[config.mk]
export PLATFORM = sky130hd
export DESIGN_NAME = rename_map
export DESIGN_NICKNAME = d
export VERILOG_FILES = /design/src/rtl/rn_pkg.sv /design/src/rtl/rn_freelist.sv /design/src/rtl/rn_ckpt_ctrl.sv /design/src/rtl/rn_maptable.sv /design/src/rtl/rename_map.sv
export SDC_FILE = /design/constraint.sdc
export NUM_CORES = 1
export LEC_CHECK = 0
export ABC_AREA = 1
export BUFFER_PORTS_ARGS = -buffer_cell sky130_fd_sc_hd__buf_4
export CAP_MARGIN = 20
export CORE_ASPECT_RATIO = 1.4
export CORE_MARGIN = 1.5
export CORE_UTILIZATION = 30
export CTS_BUF_LIST = sky130_fd_sc_hd__clkbuf_4 sky130_fd_sc_hd__clkbuf_8
export CTS_CLUSTER_DIAMETER = 150
export DETAILED_ROUTE_END_ITERATION = 10
export PLACE_DENSITY = 0.53
export SLEW_MARGIN = 20
export SYNTH_ARGS = -nofsm -noshare
export SYNTH_HDL_FRONTEND = slang
export SYNTH_SLANG_ARGS = --single-unit
[constraint.sdc]
create_clock -name clk -period 4.35 [get_ports clk]
set_clock_uncertainty 0.1 [all_clocks]
set_input_delay 0.6525 -clock clk [delete_from_list [all_inputs] [get_ports clk]]
set_output_delay 0.6525 -clock clk [all_outputs]
set_load 0.02 [all_outputs]
[src/rtl/rn_pkg.sv]
package rn_pkg;
    localparam int DEF_ARCH_REGS = 8;
    localparam int DEF_PHYS_REGS = 16;
    localparam int DEF_NUM_CKPT  = 4;
endpackage

[src/rtl/rn_freelist.sv]
module rn_freelist #(
    parameter int PHYS_REGS = 16,
    parameter int ARCH_REGS = 8,
    parameter int NUM_CKPT  = 4,
    localparam int PW = $clog2(PHYS_REGS),
    localparam int CW = $clog2(NUM_CKPT)
) (
    input  logic          clk,
    input  logic          rst_n,
    input  logic          pop,
    input  logic          push,
    input  logic [PW-1:0] push_preg,
    input  logic          save,
    input  logic [CW-1:0] save_id,
    input  logic          restore,
    input  logic [CW-1:0] restore_id,
    output logic [PW-1:0] head_preg,
    output logic          empty
);
    typedef struct packed {
        logic [PHYS_REGS-1:0][PW-1:0] slot;
        logic [PW:0]                  head;
        logic [PW:0]                  tail;
        logic [NUM_CKPT-1:0][PW:0]    snap;
    } fl_t;

    fl_t s_q, s_d;

    function automatic fl_t fl_reset();
        fl_t r;
        r = '0;
        for (int i = 0; i < PHYS_REGS - ARCH_REGS; i++) begin
            r.slot[i] = PW'(ARCH_REGS + i);
        end
        r.tail = (PW+1)'(PHYS_REGS - ARCH_REGS);
        return r;
    endfunction

    always_comb begin
        s_d = s_q;
        if (pop) begin
            s_d.head = s_q.head + 1'b1;
        end
        if (push) begin
            s_d.slot[s_q.tail[PW-1:0]] = push_preg;
            s_d.tail = s_q.tail + 1'b1;
        end
        if (save) begin
            s_d.snap[save_id] = s_d.head;
        end
        if (restore) begin
            s_d.head = s_q.snap[restore_id];
        end
    end

    always_ff @(posedge clk) begin
        if (!rst_n) begin
            s_q <= fl_reset();
        end else begin
            s_q <= s_d;
        end
    end

    assign head_preg = s_q.slot[s_q.head[PW-1:0]];
    assign empty     = (s_q.head == s_q.tail);
endmodule

[src/rtl/rn_ckpt_ctrl.sv]
module rn_ckpt_ctrl #(
    parameter int NUM_CKPT = 4,
    localparam int CW = $clog2(NUM_CKPT)
) (
    input  logic          clk,
    input  logic          rst_n,
    input  logic          alloc,
    input  logic          release_oldest,
    input  logic          restore,
    input  logic [CW-1:0] restore_id,
    output logic [CW-1:0] alloc_id,
    output logic          full
);
    typedef struct packed {
        logic [CW-1:0] head;
        logic [CW:0]   cnt;
    } ck_t;

    ck_t s_q, s_d;

    always_comb begin
        s_d = s_q;
        if (restore) begin
            s_d.cnt = {1'b0, CW'(restore_id - s_q.head)};
        end else begin
            if (release_oldest && s_q.cnt != '0) begin
                s_d.head = s_q.head + 1'b1;
                s_d.cnt  = s_d.cnt - 1'b1;
            end
            if (alloc) begin
                s_d.cnt = s_d.cnt + 1'b1;
            end
        end
    end

    always_ff @(posedge clk) begin
        if (!rst_n) begin
            s_q <= '0;
        end else begin
            s_q <= s_d;
        end
    end

    assign alloc_id = s_q.head + s_q.cnt[CW-1:0];
    assign full     = (s_q.cnt == (CW+1)'(NUM_CKPT));
endmodule

[src/rtl/rn_maptable.sv]
module rn_maptable #(
    parameter int ARCH_REGS = 8,
    parameter int PHYS_REGS = 16,
    parameter int NUM_CKPT  = 4,
    localparam int AW = $clog2(ARCH_REGS),
    localparam int PW = $clog2(PHYS_REGS),
    localparam int CW = $clog2(NUM_CKPT)
) (
    input  logic          clk,
    input  logic          rst_n,
    input  logic [AW-1:0] rd1_idx,
    input  logic [AW-1:0] rd2_idx,
    input  logic [AW-1:0] wr_idx,
    input  logic          wr_en,
    input  logic [PW-1:0] wr_val,
    input  logic          save,
    input  logic [CW-1:0] save_id,
    input  logic          restore,
    input  logic [CW-1:0] restore_id,
    output logic [PW-1:0] rd1_val,
    output logic [PW-1:0] rd2_val,
    output logic [PW-1:0] old_val
);
    typedef logic [ARCH_REGS-1:0][PW-1:0] map_t;

    map_t map_q, map_d;
    logic [NUM_CKPT-1:0][ARCH_REGS-1:0][PW-1:0] snap_bus;

    function automatic map_t map_reset();
        map_t r;
        for (int i = 0; i < ARCH_REGS; i++) begin
            r[i] = PW'(i);
        end
        return r;
    endfunction

    always_comb begin
        map_d = map_q;
        if (wr_en) begin
            map_d[wr_idx] = wr_val;
        end
        if (restore) begin
            map_d = snap_bus[restore_id];
        end
        map_d[0] = '0;
    end

    always_ff @(posedge clk) begin
        if (!rst_n) begin
            map_q <= map_reset();
        end else begin
            map_q <= map_d;
        end
    end

    for (genvar k = 0; k < NUM_CKPT; k++) begin : g_snap
        map_t snap_q, snap_d;
        always_comb begin
            snap_d = snap_q;
            if (save && save_id == CW'(k)) begin
                snap_d = map_d;
            end
        end
        always_ff @(posedge clk) begin
            if (!rst_n) begin
                snap_q <= map_reset();
            end else begin
                snap_q <= snap_d;
            end
        end
        assign snap_bus[k] = snap_q;
    end

    assign rd1_val = map_q[rd1_idx];
    assign rd2_val = map_q[rd2_idx];
    assign old_val = map_q[wr_idx];
endmodule

[src/rtl/rename_map.sv]
module rename_map #(
    parameter int ARCH_REGS = rn_pkg::DEF_ARCH_REGS,
    parameter int PHYS_REGS = rn_pkg::DEF_PHYS_REGS,
    parameter int NUM_CKPT  = rn_pkg::DEF_NUM_CKPT,
    localparam int AW = $clog2(ARCH_REGS),
    localparam int PW = $clog2(PHYS_REGS),
    localparam int CW = $clog2(NUM_CKPT)
) (
    input  logic          clk,
    input  logic          rst_n,
    input  logic          ren_valid,
    input  logic          ren_is_branch,
    input  logic          ren_dst_we,
    input  logic [AW-1:0] ren_dst,
    input  logic [AW-1:0] ren_src1,
    input  logic [AW-1:0] ren_src2,
    output logic          ren_ready,
    output logic [PW-1:0] rsp_psrc1,
    output logic [PW-1:0] rsp_psrc2,
    output logic [PW-1:0] rsp_pdst,
    output logic [PW-1:0] rsp_pold,
    output logic [CW-1:0] rsp_ckpt_id,
    input  logic          ret_valid,
    input  logic [PW-1:0] ret_preg,
    input  logic          ck_release,
    input  logic          ck_restore,
    input  logic [CW-1:0] ck_restore_id
);
    logic          need_reg;
    logic          fire;
    logic          do_alloc;
    logic          do_save;
    logic          fl_empty;
    logic          ck_full;
    logic [PW-1:0] fl_head_preg;
    logic [CW-1:0] ck_alloc_id;

    assign need_reg  = ren_dst_we && (ren_dst != '0);
    assign ren_ready = !ck_restore
                    && !(need_reg && fl_empty)
                    && !(ren_is_branch && ck_full);
    assign fire      = ren_valid && ren_ready;
    assign do_alloc  = fire && need_reg;
    assign do_save   = fire && ren_is_branch;

    rn_freelist #(
        .PHYS_REGS (PHYS_REGS),
        .ARCH_REGS (ARCH_REGS),
        .NUM_CKPT  (NUM_CKPT)
    ) u_fl (
        .clk        (clk),
        .rst_n      (rst_n),
        .pop        (do_alloc),
        .push       (ret_valid),
        .push_preg  (ret_preg),
        .save       (do_save),
        .save_id    (ck_alloc_id),
        .restore    (ck_restore),
        .restore_id (ck_restore_id),
        .head_preg  (fl_head_preg),
        .empty      (fl_empty)
    );

    rn_ckpt_ctrl #(
        .NUM_CKPT (NUM_CKPT)
    ) u_ck (
        .clk            (clk),
        .rst_n          (rst_n),
        .alloc          (do_save),
        .release_oldest (ck_release),
        .restore        (ck_restore),
        .restore_id     (ck_restore_id),
        .alloc_id       (ck_alloc_id),
        .full           (ck_full)
    );

    rn_maptable #(
        .ARCH_REGS (ARCH_REGS),
        .PHYS_REGS (PHYS_REGS),
        .NUM_CKPT  (NUM_CKPT)
    ) u_map (
        .clk        (clk),
        .rst_n      (rst_n),
        .rd1_idx    (ren_src1),
        .rd2_idx    (ren_src2),
        .wr_idx     (ren_dst),
        .wr_en      (do_alloc),
        .wr_val     (fl_head_preg),
        .save       (do_save),
        .save_id    (ck_alloc_id),
        .restore    (ck_restore),
        .restore_id (ck_restore_id),
        .rd1_val    (rsp_psrc1),
        .rd2_val    (rsp_psrc2),
        .old_val    (rsp_pold)
    );

    assign rsp_pdst    = need_reg ? fl_head_preg : '0;
    assign rsp_ckpt_id = ck_alloc_id;
endmodule

==> impl_results.md, run 1 <==
- Status: finished, final reports clean
- Synth area leader: dfxtp_1
- Post-synth cell types: 38
- Routed len/inst: 16.3 µm
- Combinational power share: 0.129
- DP HPWL: 25,100 µm
- Min-delay worst type: input port to flip-flop
- Vias in the first global route: 11,400
- Worst path max stage delay: 800 ps
- # IOs: 42
- Async S/R FF share, synth: 0
- Hold-fix buffers, CTS: 0
- Worst Path Max Fanout: 19
- Total congestion overflow: 0
- Final critical-path share of the clock period: 0.827
- Sequential-to-total area share from yosys stat: 0.395
- Largest net degree at the start of global routing: 102
- Fmax: 0.278 GHz
- CTS Buf Count: 45
- Area growth syn-to-layout: 13.2%
- H-Tree Depth: 2
- Vias post-DR: 12,000
- Share of layout cells above drive strength 1: 0.0901
- Ys flop type: dfxtp_1
- Setup repair bufs after CTS: 0
- Die H: 241 µm
- Clock root cell: clkbuf_8
- Post-synth top area share: 0.395
- Sw power: 1500 µW
- WP data arrival: 2850 ps
- WHS: 307 ps
- Total of max-cap violations: 0
- Final setup TNS: 0 ps
- Die Footprint: 0.0416 mm²
- Ys Warns: 0
- Initial antenna violation count: 1
- Crit start category: flip-flop
- DRT iter0 DRCs: 685
- WS Path Type: flip-flop to output port
- Fin cells: 2,404
- CP Capture Type: output port
- Total GRT Usage: 0.184
- Final Hold Fails: 0
- Post-Syn Instances: 1,842
- Gpl congestion: 0.937
- Final setup fails: 0
- CP required: 3600 ps
- RR Startpoint: u_fl.s_q[26]$_SDFF_PN0_
- Commonest non-fill, non-tap cell in the layout: nand2_1
- Slew HR: 0.324
- Pleak: 0.00595 µW
- Core area: 0.0396 mm²
- Initial Utilization: 0.306
- Worst VDD drop: 0.205 mV
- Worst Max-Slew Pin Slew: 1010 ps
- Mapped cell area: 0.0121 mm²
- Setup ws final: 751 ps
- Post-Syn Nets: 1,875
- Post-DRT Antenna Nets: 0
- Worst path slowest cell: dfxtp_1
- Sink Count: 239
- Placed cell count: 2,322
- DRC Markers: 0
- Clock share of power: 0.439
- Part of the power in registers: 0.432
- NumNets Final: 1,874
- CTS clock-pin slew for the worst setup and hold paths: 50 ps
- Main area contributors after synthesis: dfxtp_1 (40%), nand2_1 (10%), nor2_1 (9.6%), o21ai_0 (8.7%), a21oi_1 (6.9%)
- Buf+Inv Stages, Crit Path: 2
- Post-synth EDFFs: 0
- Mean number of vias per cell: 4.99
- Cell Pwr Density: 390 mW/mm²
- Commonest non-fill, non-tap cells in the layout: nand2_1 (324), nor2_1 (311), dfxtp_1 (239), o21ai_0 (211), inv_1 (187)
- CTS tree: yes
- Syn avg cell area: 6.57 µm²
- CP top delay family: simple AND/OR/NAND/NOR gates
- Hold_sp: ret_valid
- Seq cells post-synth: 239
- Max clock buf depth: 3
- Final period demand of the worst path: 3600 ps
- Die W: 173 µm
- DR pass1 iterations: 6
- Cts repair resizes: 0
- First-pass GRT wire length: 61,300 µm
- Clk_lat worst skew: 560 ps
- I/O Buffers: 41
- Final max-slew violation count: 0
- Switching part of the total: 0.280
- Pre-CTS setup slack: 1040 ps
- Worst Setup SP: u_fl.s_q[26]$_SDFF_PN0_
- Critical path cell sequence: buf_4, nor2_1, o21ai_0, o21ai_0, nand2_1, nand2_1, nor2_2, nor2_1, buf_4
- Unrepaired setup endpoints after global routing: no
- Row cnt: 86
- Internal power: 3850 µW
- WL final: 39,100 µm
## state kept, by name, summed over array words and instances, names as in the netlist
signal               count
u_map.g_snap.snap_q    112
u_fl.s_q                94
u_map.map_q             28
u_ck.s_q                 5
## final timing paths
check | to | slack [ps] | cells past startpoint
worst max-delay path | rsp_pdst[3] | 750 | 9
worst min register to register | u_fl.s_q[34]$_SDFFE_PN1P_ | 360 | 2
worst max register to register | u_map.g_snap[2].snap_q[27]$_SDFFE_PN0P_ | 1160 | 11
worst min-delay path | u_fl.s_q[21]$_SDFFE_PN0P_ | 310 | 3
## power by group through the flow
| stage | clock network [µW] | registers [µW] | logic (µW) |
|---|---|---|---|
| global route | 2500 | 2320 | 763 |
| floorplan | 0 | 2340 | 480 |
| finish | 2350 | 2310 | 689 |
| global placement | 0 | 2360 | 685 |
| detailed placement | 0 | 2360 | 687 |
| CTS | 2410 | 2310 | 691 |
## worst register-to-register path, stage by stage (launching register included)
cell	delay (ps)
dfxtp_1	800
nand2_1	120
nand2_1	90
nor2_1	50
nand3_2	120
nor2_4	60
nor2_8	180
nand4_2	450
inv_2	810
nand3_1	170
nand2_1	100
inv_1	40
## cells in the mapped netlist, types with 4 or more instances
| cell | count |
|---|---|
| inv_2 | 9 |
| o21ai_0 | 211 |
| nor2_2 | 5 |
| xor2_1 | 7 |
| nor2_1 | 311 |
| a21oi_1 | 168 |
| buf_4 | 4 |
| a211oi_1 | 6 |
| inv_1 | 189 |
| buf_2 | 28 |
| o22ai_1 | 7 |
| o211ai_1 | 6 |
| nor3_1 | 12 |
| xnor2_1 | 4 |
| buf_6 | 6 |
| o21ai_1 | 7 |
| a31oi_1 | 9 |
| dfxtp_1 | 239 |
| nand3_1 | 166 |
| ha_1 | 10 |
| nand2_1 | 324 |
| clkbuf_1 | 67 |
| o221ai_1 | 12 |
| o21bai_1 | 7 |
## cell families after synthesis
logic type	after synthesis	share of synthesized area
AND/OR/NAND/NOR	831	0.287
flip-flops	239	0.395
adder cells (fa/ha/maj)	10	0.0103
buffers and inverters	308	0.104
AO/OA/AOI/OAI	442	0.195
XOR/XNOR	12	0.00930
## through the flow
step                      total power, µW   util  area (µm²)
after floorplan                      2820      -       12100
after global placement               3040  0.322       12700
after detailed placement             3050  0.322       12700
after CTS                            5410  0.346       13700
after global routing                 5580  0.346       13700
final                                5350  0.346       13700
## area by class of cell
| cell class | count | area, µm² |
|---|---|---|
| clock inverters | 5 | 52.6 |
| fillers | 4410 | 25900 |
| well taps | 528 | 661 |
| repair buffers | 60 | 463 |
| diodes | 1 | 2.50 |
| multi-input cells | 1295 | 6070 |
| clock buffers | 76 | 921 |
| inverters | 200 | 758 |
| flip-flops and latches | 239 | 4780 |
## metal layers
layer / vias up / part of all wire / track usage
met5: - / 0 / 0
met4: 0 / 0.044 / 0.0912
met3: 104 / 0.044 / 0.0241
met2: 339 / 0.51 / 0.346
met1: 5548 / 0.40 / 0.204
li1: 5999 / - / -
Power figures use the tool's default switching activity.
==> run 2: changes to the inputs <==
PLACE_DENSITY = 0.55   (was 0.53)
clock period = 2.9 ns   (was 4.35 ns; I/O delays follow)
==> run 2 against run 1 <==
Effect of this change:
- global-route usage up 0.39 points
- via count up 1.6%
- final area grew 1.4%
- combinational power increased by 54%
- final cell count grew 0.46%
- critical path type unchanged
==> impl_results.md, run 2 (synthesized netlist as in run 1, its figures left out) <==
- Status: finished, final reports clean (unchanged)
- Clk_lat worst skew: 560 ps (about the same)
- Post-DRT Antenna Nets: 0 (unchanged)
- Die W: 173 µm (unchanged)
- Placement Cell Area: 0.0129 mm² (was 0.0127 mm²)
- Core Util, Final: 0.351 (was 0.346)
- Gpl congestion: 0.914 (was 0.937)
- Die Footprint: 0.0416 mm² (unchanged)
- Mean number of vias per cell: 5.04 (was 4.99)
- Worst Path Max Fanout: 24 (was 19)
- Row cnt: 86 (unchanged)
- CP required: 2370 ps (was 3600 ps)
- Commonest non-fill, non-tap cells in the layout: nand2_1 (324), nor2_1 (310), dfxtp_1 (237), o21ai_0 (211), inv_1 (187) (was nand2_1 (324), nor2_1 (311), dfxtp_1 (239), o21ai_0 (211), inv_1 (187))
- Vias in the first global route: 11,700 (was 11,400)
- Min-delay worst type: input port to flip-flop (unchanged)
- Final setup fails: 0 (unchanged)
- Worst Max-Slew Pin Slew: 595 ps (was 1010 ps)
- DP HPWL: 25,500 µm (was 25,100 µm)
- Clock root cell: clkbuf_8 (unchanged)
- Routed len/inst: 16.5 µm (was 16.3 µm)
- First-pass GRT wire length: 62,400 µm (was 61,300 µm)
- WHS: 83.3 ps (was 307 ps)
- Setup repair bufs after CTS: 0 (unchanged)
- H-Tree Depth: 2 (unchanged)
- NumNets Final: 1,888 (was 1,874)
- Final period demand of the worst path: 2810 ps
- Initial Utilization: 0.306 (unchanged)
- Die H: 241 µm (unchanged)
- Final max-slew violation count: 0 (unchanged)
- Total GRT Usage: 0.188 (was 0.184)
- CP Capture Type: output port (unchanged)
- Final critical-path share of the clock period: 0.968
- Top reg by flops: u_map.g_snap.snap_q (unchanged)
- Largest net degree at the start of global routing: 102 (unchanged)
- CTS tree: yes (unchanged)
- Crit path top cell by count: nor2_1
- I/O Buffers: 41 (unchanged)
- Buf+Inv Stages, Crit Path: 2 (unchanged)
- WS Path Type: flip-flop to output port (unchanged)
- Final setup TNS: 0 ps (unchanged)
- Setup ws final: 92.1 ps (was 751 ps)
- Initial antenna violation count: 1 (unchanged)
- Share of layout cells above drive strength 1: 0.0970 (was 0.0901)
- Final Hold Fails: 0 (unchanged)
- Core area: 0.0396 mm² (unchanged)
- Post-route cell area: 0.0139 mm² (was 0.0137 mm²)
- Slew HR: 0.603 (was 0.324)
- DRC Markers: 0 (unchanged)
- DRT iter0 DRCs: 892 (was 685)
- Vias post-DR: 12,200 (was 12,000)
- CTS Buf Count: 44 (was 45)
- CTS clock-pin slew for the worst setup and hold paths: 60 ps (was 50 ps)
- Top flop regs: u_map.g_snap.snap_q x112, u_fl.s_q x94, u_map.map_q x28 (unchanged)
- Fmax: 0.356 GHz
- DR pass1 iterations: 5 (was 6)
- Unrepaired setup endpoints after global routing: no (unchanged)
- Sink Count: 239 (unchanged)
- Critical path cell sequence: buf_8, nor2_1, nor2_1, o21ai_0, nand2_1, nor2_1, nor2_1, nor2_2, nor2_1, buf_4 (was buf_4, nor2_1, o21ai_0, o21ai_0, nand2_1, nand2_1, nor2_2, nor2_1, buf_4)
- # IOs: 42 (unchanged)
- WP data arrival: 2270 ps (was 2850 ps)
- Cell Pwr Density: 577 mW/mm² (was 390 mW/mm²)
- Max clock buf depth: 3 (unchanged)
- Worst path max stage delay: 390 ps (was 800 ps)
- Pre-CTS setup slack: 329 ps (was 1040 ps)
- WL final: 39,800 µm (was 39,100 µm)
- Largest register FFs: 112 (unchanged)
- Crit start category: flip-flop (unchanged)
- Total congestion overflow: 0 (unchanged)
- Worst path slowest cell: dfxtp_2 (was dfxtp_1)
- CP top delay family: simple AND/OR/NAND/NOR gates (unchanged)
- Worst VDD drop: 0.307 mV (was 0.205 mV)
- Pleak: 0.00605 µW (was 0.00595 µW)
- Total of max-cap violations: 0 (unchanged)
- Area growth syn-to-layout: 14.9% (was 13.2%)
- Commonest non-fill, non-tap cell in the layout: nand2_1 (unchanged)
-- run 2: cell count changes in the layout (fill, tap and decap cells not counted), sizes merged --
cell / before / now
buf: 60 / 75
clkbuf: 76 / 69
clkinvlp: 1 / 0
clkinv: 3 / 7
-- run 2: path summary, 6_finish.rpt --
check,startpoint,endpoint,slack (ps),cells past startpoint
worst max register to register,u_ck.s_q[0]$_SDFF_PN0_,u_map.g_snap[2].snap_q[24]$_SDFFE_PN0P_,420,13
worst min register to register,u_fl.s_q[5]$_SDFFE_PN0P_,u_fl.s_q[5]$_SDFFE_PN0P_,360,2
worst max-delay path,u_fl.s_q[25]$_SDFF_PN0_,rsp_pdst[2],90,10
worst min-delay path,ret_valid,u_fl.s_q[21]$_SDFFE_PN0P_,80,3
-- run 2: layout make-up --
cell class	count	area [µm²]
clock inverter	8	65.1
tap	528	661
fill	4429	25700
multi-input combinational	1295	6070
sequential	239	4790
timing repair buffer	75	666
clock buffer	69	893
antenna	1	2.50
inverter	200	761
-- run 2: worst reg2reg max path, delay by kind of cell (launching register included) --
kind,cells,cell delay [ps]
AND/OR/NAND/NOR,8,1290
flip-flops,1,340
buffers and inverters,4,420
adder cells (fa/ha/maj),1,210
-- run 2: report_power, final --
group	switching, µW	total [µW]	internal (µW)
registers	73.7	3470	3400
logic	730	1060	335
clock network	1450	3490	2040
-- run 2: layer usage --
layer | wire [µm] | global-route usage
met1 | 16000 | 0.209
met2 | 19900 | 0.348
met3 | 2080 | 0.0254
met4 | 1800 | 0.102
met5 | 0 | 0
-- run 2: metrics by stage --
stage | power, µW | instances
2_1_floorplan | 4230 | 1842
3_3_place_gp | 4580 | 2337
3_5_place_dp | 4590 | 2337
4_1_cts | 8090 | 2414
5_1_grt | 8350 | 2415
6_report | 8020 | 2415
-- run 2: what timing repair did --
item / in CTS / in global routing
gates cloned: 0 / 0
hold buffers: 0 / 0
resized for setup: 2 / 8
endpoints found under the setup margin: 4 / 4
==> run 3: changes to the inputs <==
CORE_UTILIZATION = 45   (was 30)
PLACE_DENSITY = 0.72   (was 0.55)
==> run 3 against run 2 <==
Effect of this change:
- die area shrank 33%
- first-iteration DRC count grew 2.7%
- final area shrank 2.8%
- routed wire length shrank 7.7%
- hold slack lost 4.3 ps
- critical path type unchanged
- largest power group is now registers
==> impl_results.md, run 3 (synthesized netlist as in run 1, its figures left out) <==
- Status: finished, final reports clean (unchanged)
- Core Util, Final: 0.514 (was 0.351)
- Final Hold Fails: 0 (unchanged)
- Final critical-path share of the clock period: 0.972 (was 0.968)
- CTS tree: yes (unchanged)
- DRC Markers: 0 (unchanged)
- Largest net degree at the start of global routing: 50 (was 102)
- Fmax: 0.355 GHz (was 0.356 GHz)
- # IOs: 42 (unchanged)
- Worst VDD drop: 0.512 mV (was 0.307 mV)
- Min-delay worst type: input port to flip-flop (unchanged)
- Final setup TNS: 0 ps (unchanged)
- Post-DRT Antenna Nets: 0 (unchanged)
- Initial antenna violation count: 0 (was 1)
- Slew HR: 0.623 (was 0.603)
- Total GRT Usage: 0.259 (was 0.188)
- Largest register FFs: 112 (unchanged)
- Mean number of vias per cell: 5.55 (was 5.04)
- Placed cell count: 2,132 (was 2,337)
- First-pass GRT wire length: 57,700 µm (was 62,400 µm)
- Die W: 142 µm (was 173 µm)
- Post-route cell area: 0.0135 mm² (was 0.0139 mm²)
- CTS Buf Count: 40 (was 44)
- Commonest non-fill, non-tap cells in the layout: nand2_1 (324), nor2_1 (311), dfxtp_1 (237), o21ai_0 (211), inv_1 (187) (was nand2_1 (324), nor2_1 (310), dfxtp_1 (237), o21ai_0 (211), inv_1 (187))
- Final max-slew violation count: 0 (unchanged)
- Clk_lat worst skew: 560 ps (about the same)
- Die H: 197 µm (was 241 µm)
- Vias post-DR: 12,200 (about the same)
- Share of layout cells above drive strength 1: 0.0917 (was 0.0970)
- Fin cells: 2,200 (was 2,415)
- NumNets Final: 1,884 (was 1,888)
- Area growth syn-to-layout: 11.7% (was 14.9%)
- Total congestion overflow: 0 (unchanged)
- Final setup fails: 0 (unchanged)
- WP data arrival: 2280 ps (was 2270 ps)
- Hold depth: 3 (unchanged)
- I/O Buffers: 41 (unchanged)
- DP HPWL: 24,100 µm (was 25,500 µm)
- WL final: 36,700 µm (was 39,800 µm)
- Top reg by flops: u_map.g_snap.snap_q (unchanged)
- Gpl congestion: 0.970 (was 0.914)
- CTS clock-pin slew for the worst setup and hold paths: 70 ps (was 60 ps)
- Worst Max-Slew Pin Slew: 566 ps (was 595 ps)
- Commonest non-fill, non-tap cell in the layout: nand2_1 (unchanged)
- ANT cells: 0 (was 1)
- Crit start category: flip-flop (unchanged)
- Clock root cell: clkbuf_8 (unchanged)
- DR pass1 iterations: 5 (unchanged)
- Top flop regs: u_map.g_snap.snap_q x112, u_fl.s_q x94, u_map.map_q x28 (unchanged)
- DRT iter0 DRCs: 916 (was 892)
- WS Path Type: flip-flop to output port (unchanged)
- Pleak: 0.00597 µW (was 0.00605 µW)
- Total of max-cap violations: 0 (unchanged)
- Placement Cell Area: 0.0126 mm² (was 0.0129 mm²)
- Vias in the first global route: 11,500 (was 11,700)
- Unrepaired setup endpoints after global routing: no (unchanged)
- CP required: 2370 ps (about the same)
- H-Tree Depth: 2 (unchanged)
- Final period demand of the worst path: 2820 ps (was 2810 ps)
- CP Capture Type: output port (unchanged)
- Core area: 0.0263 mm² (was 0.0396 mm²)
- Max clock buf depth: 3 (unchanged)
- Sink Count: 239 (unchanged)
- Routed len/inst: 16.7 µm (was 16.5 µm)
- Worst Path Max Fanout: 16 (was 24)
- R2R depth: 11 (was 13)
- Setup ws final: 80.6 ps (was 92.1 ps)
- Cell Pwr Density: 566 mW/mm² (was 577 mW/mm²)
- Pre-CTS setup slack: 210 ps (was 329 ps)
- Row cnt: 70 (was 86)
- Hold-fix buffers, CTS: 0 (unchanged)
- Die Footprint: 0.0279 mm² (was 0.0416 mm²)
- Initial Utilization: 0.461 (was 0.306)
## run 3: cell types whose count changed in the layout (fill, tap and decap cells not counted)
| cell | previous run | this run |
|---|---|---|
| clkinv_4 | 0 | 1 |
| diode_2 | 1 | 0 |
| nor2_4 | 2 | 6 |
| nor2_1 | 310 | 311 |
| clkinvlp_4 | 0 | 1 |
| clkbuf_8 | 60 | 50 |
| inv_6 | 0 | 1 |
| clkinv_2 | 7 | 4 |
| nor2_2 | 6 | 1 |
| buf_12 | 7 | 6 |
| buf_8 | 1 | 0 |
| buf_4 | 65 | 67 |
## run 3: worst max-delay path, cell delays in order, from the launching register on
cell,delay [ps]
dfxtp_2,350
inv_4,150
buf_4,240
nor2_1,60
o21ai_0,250
nand2_1,90
nand2_1,150
nor2_4,90
nor2_1,170
buf_4,170
## run 3: power by group
part           internal, µW  switching (µW)
Sequential             3400            73.5
Clock                  1760            1370
Combinational           335             723
Total                  5490            2170
## run 3: layout make-up
type | instances | area (µm²)
multi-input cells | 1295 | 6090
clock inverters | 8 | 75.1
clock buffers | 59 | 756
fillers | 2635 | 12800
repair buffers | 75 | 646
well taps | 324 | 405
inverters | 200 | 761
flip-flops and latches | 239 | 4790
## run 3: path summary, 6_finish.rpt
check                           slack, ps                       from                         to
worst max-delay path                   80    u_fl.s_q[25]$_SDFF_PN0_                rsp_pdst[3]
worst min-delay path                   80                  ret_valid  u_fl.s_q[21]$_SDFFE_PN0P_
worst max register to register        310     u_ck.s_q[0]$_SDFF_PN0_   u_fl.s_q[7]$_SDFFE_PN0P_
worst min register to register        350  u_fl.s_q[45]$_SDFFE_PN1P_  u_fl.s_q[45]$_SDFFE_PN1P_
## run 3: per-layer routing
layer / up-vias / global-route usage / share of wire
met5: - / 0 / 0
met4: 0 / 0.149 / 0.053
met2: 441 / 0.468 / 0.51
li1: 6007 / - / -
met1: 5643 / 0.288 / 0.39
met3: 128 / 0.0359 / 0.056
## run 3: through the flow
stage,total power (µW),hold WS [ps]
floorplan,4230,324
global placement,4550,335
detailed placement,4570,342
CTS,7690,58.4
global route,7970,72.1
finish,7660,79.0
## run 3: timing repair
action | CTS | global route
pin swaps | 2 | 1
resized for setup | 7 | 3
setup endpoints to repair | 4 | 4
buffers inserted | 0 | 1
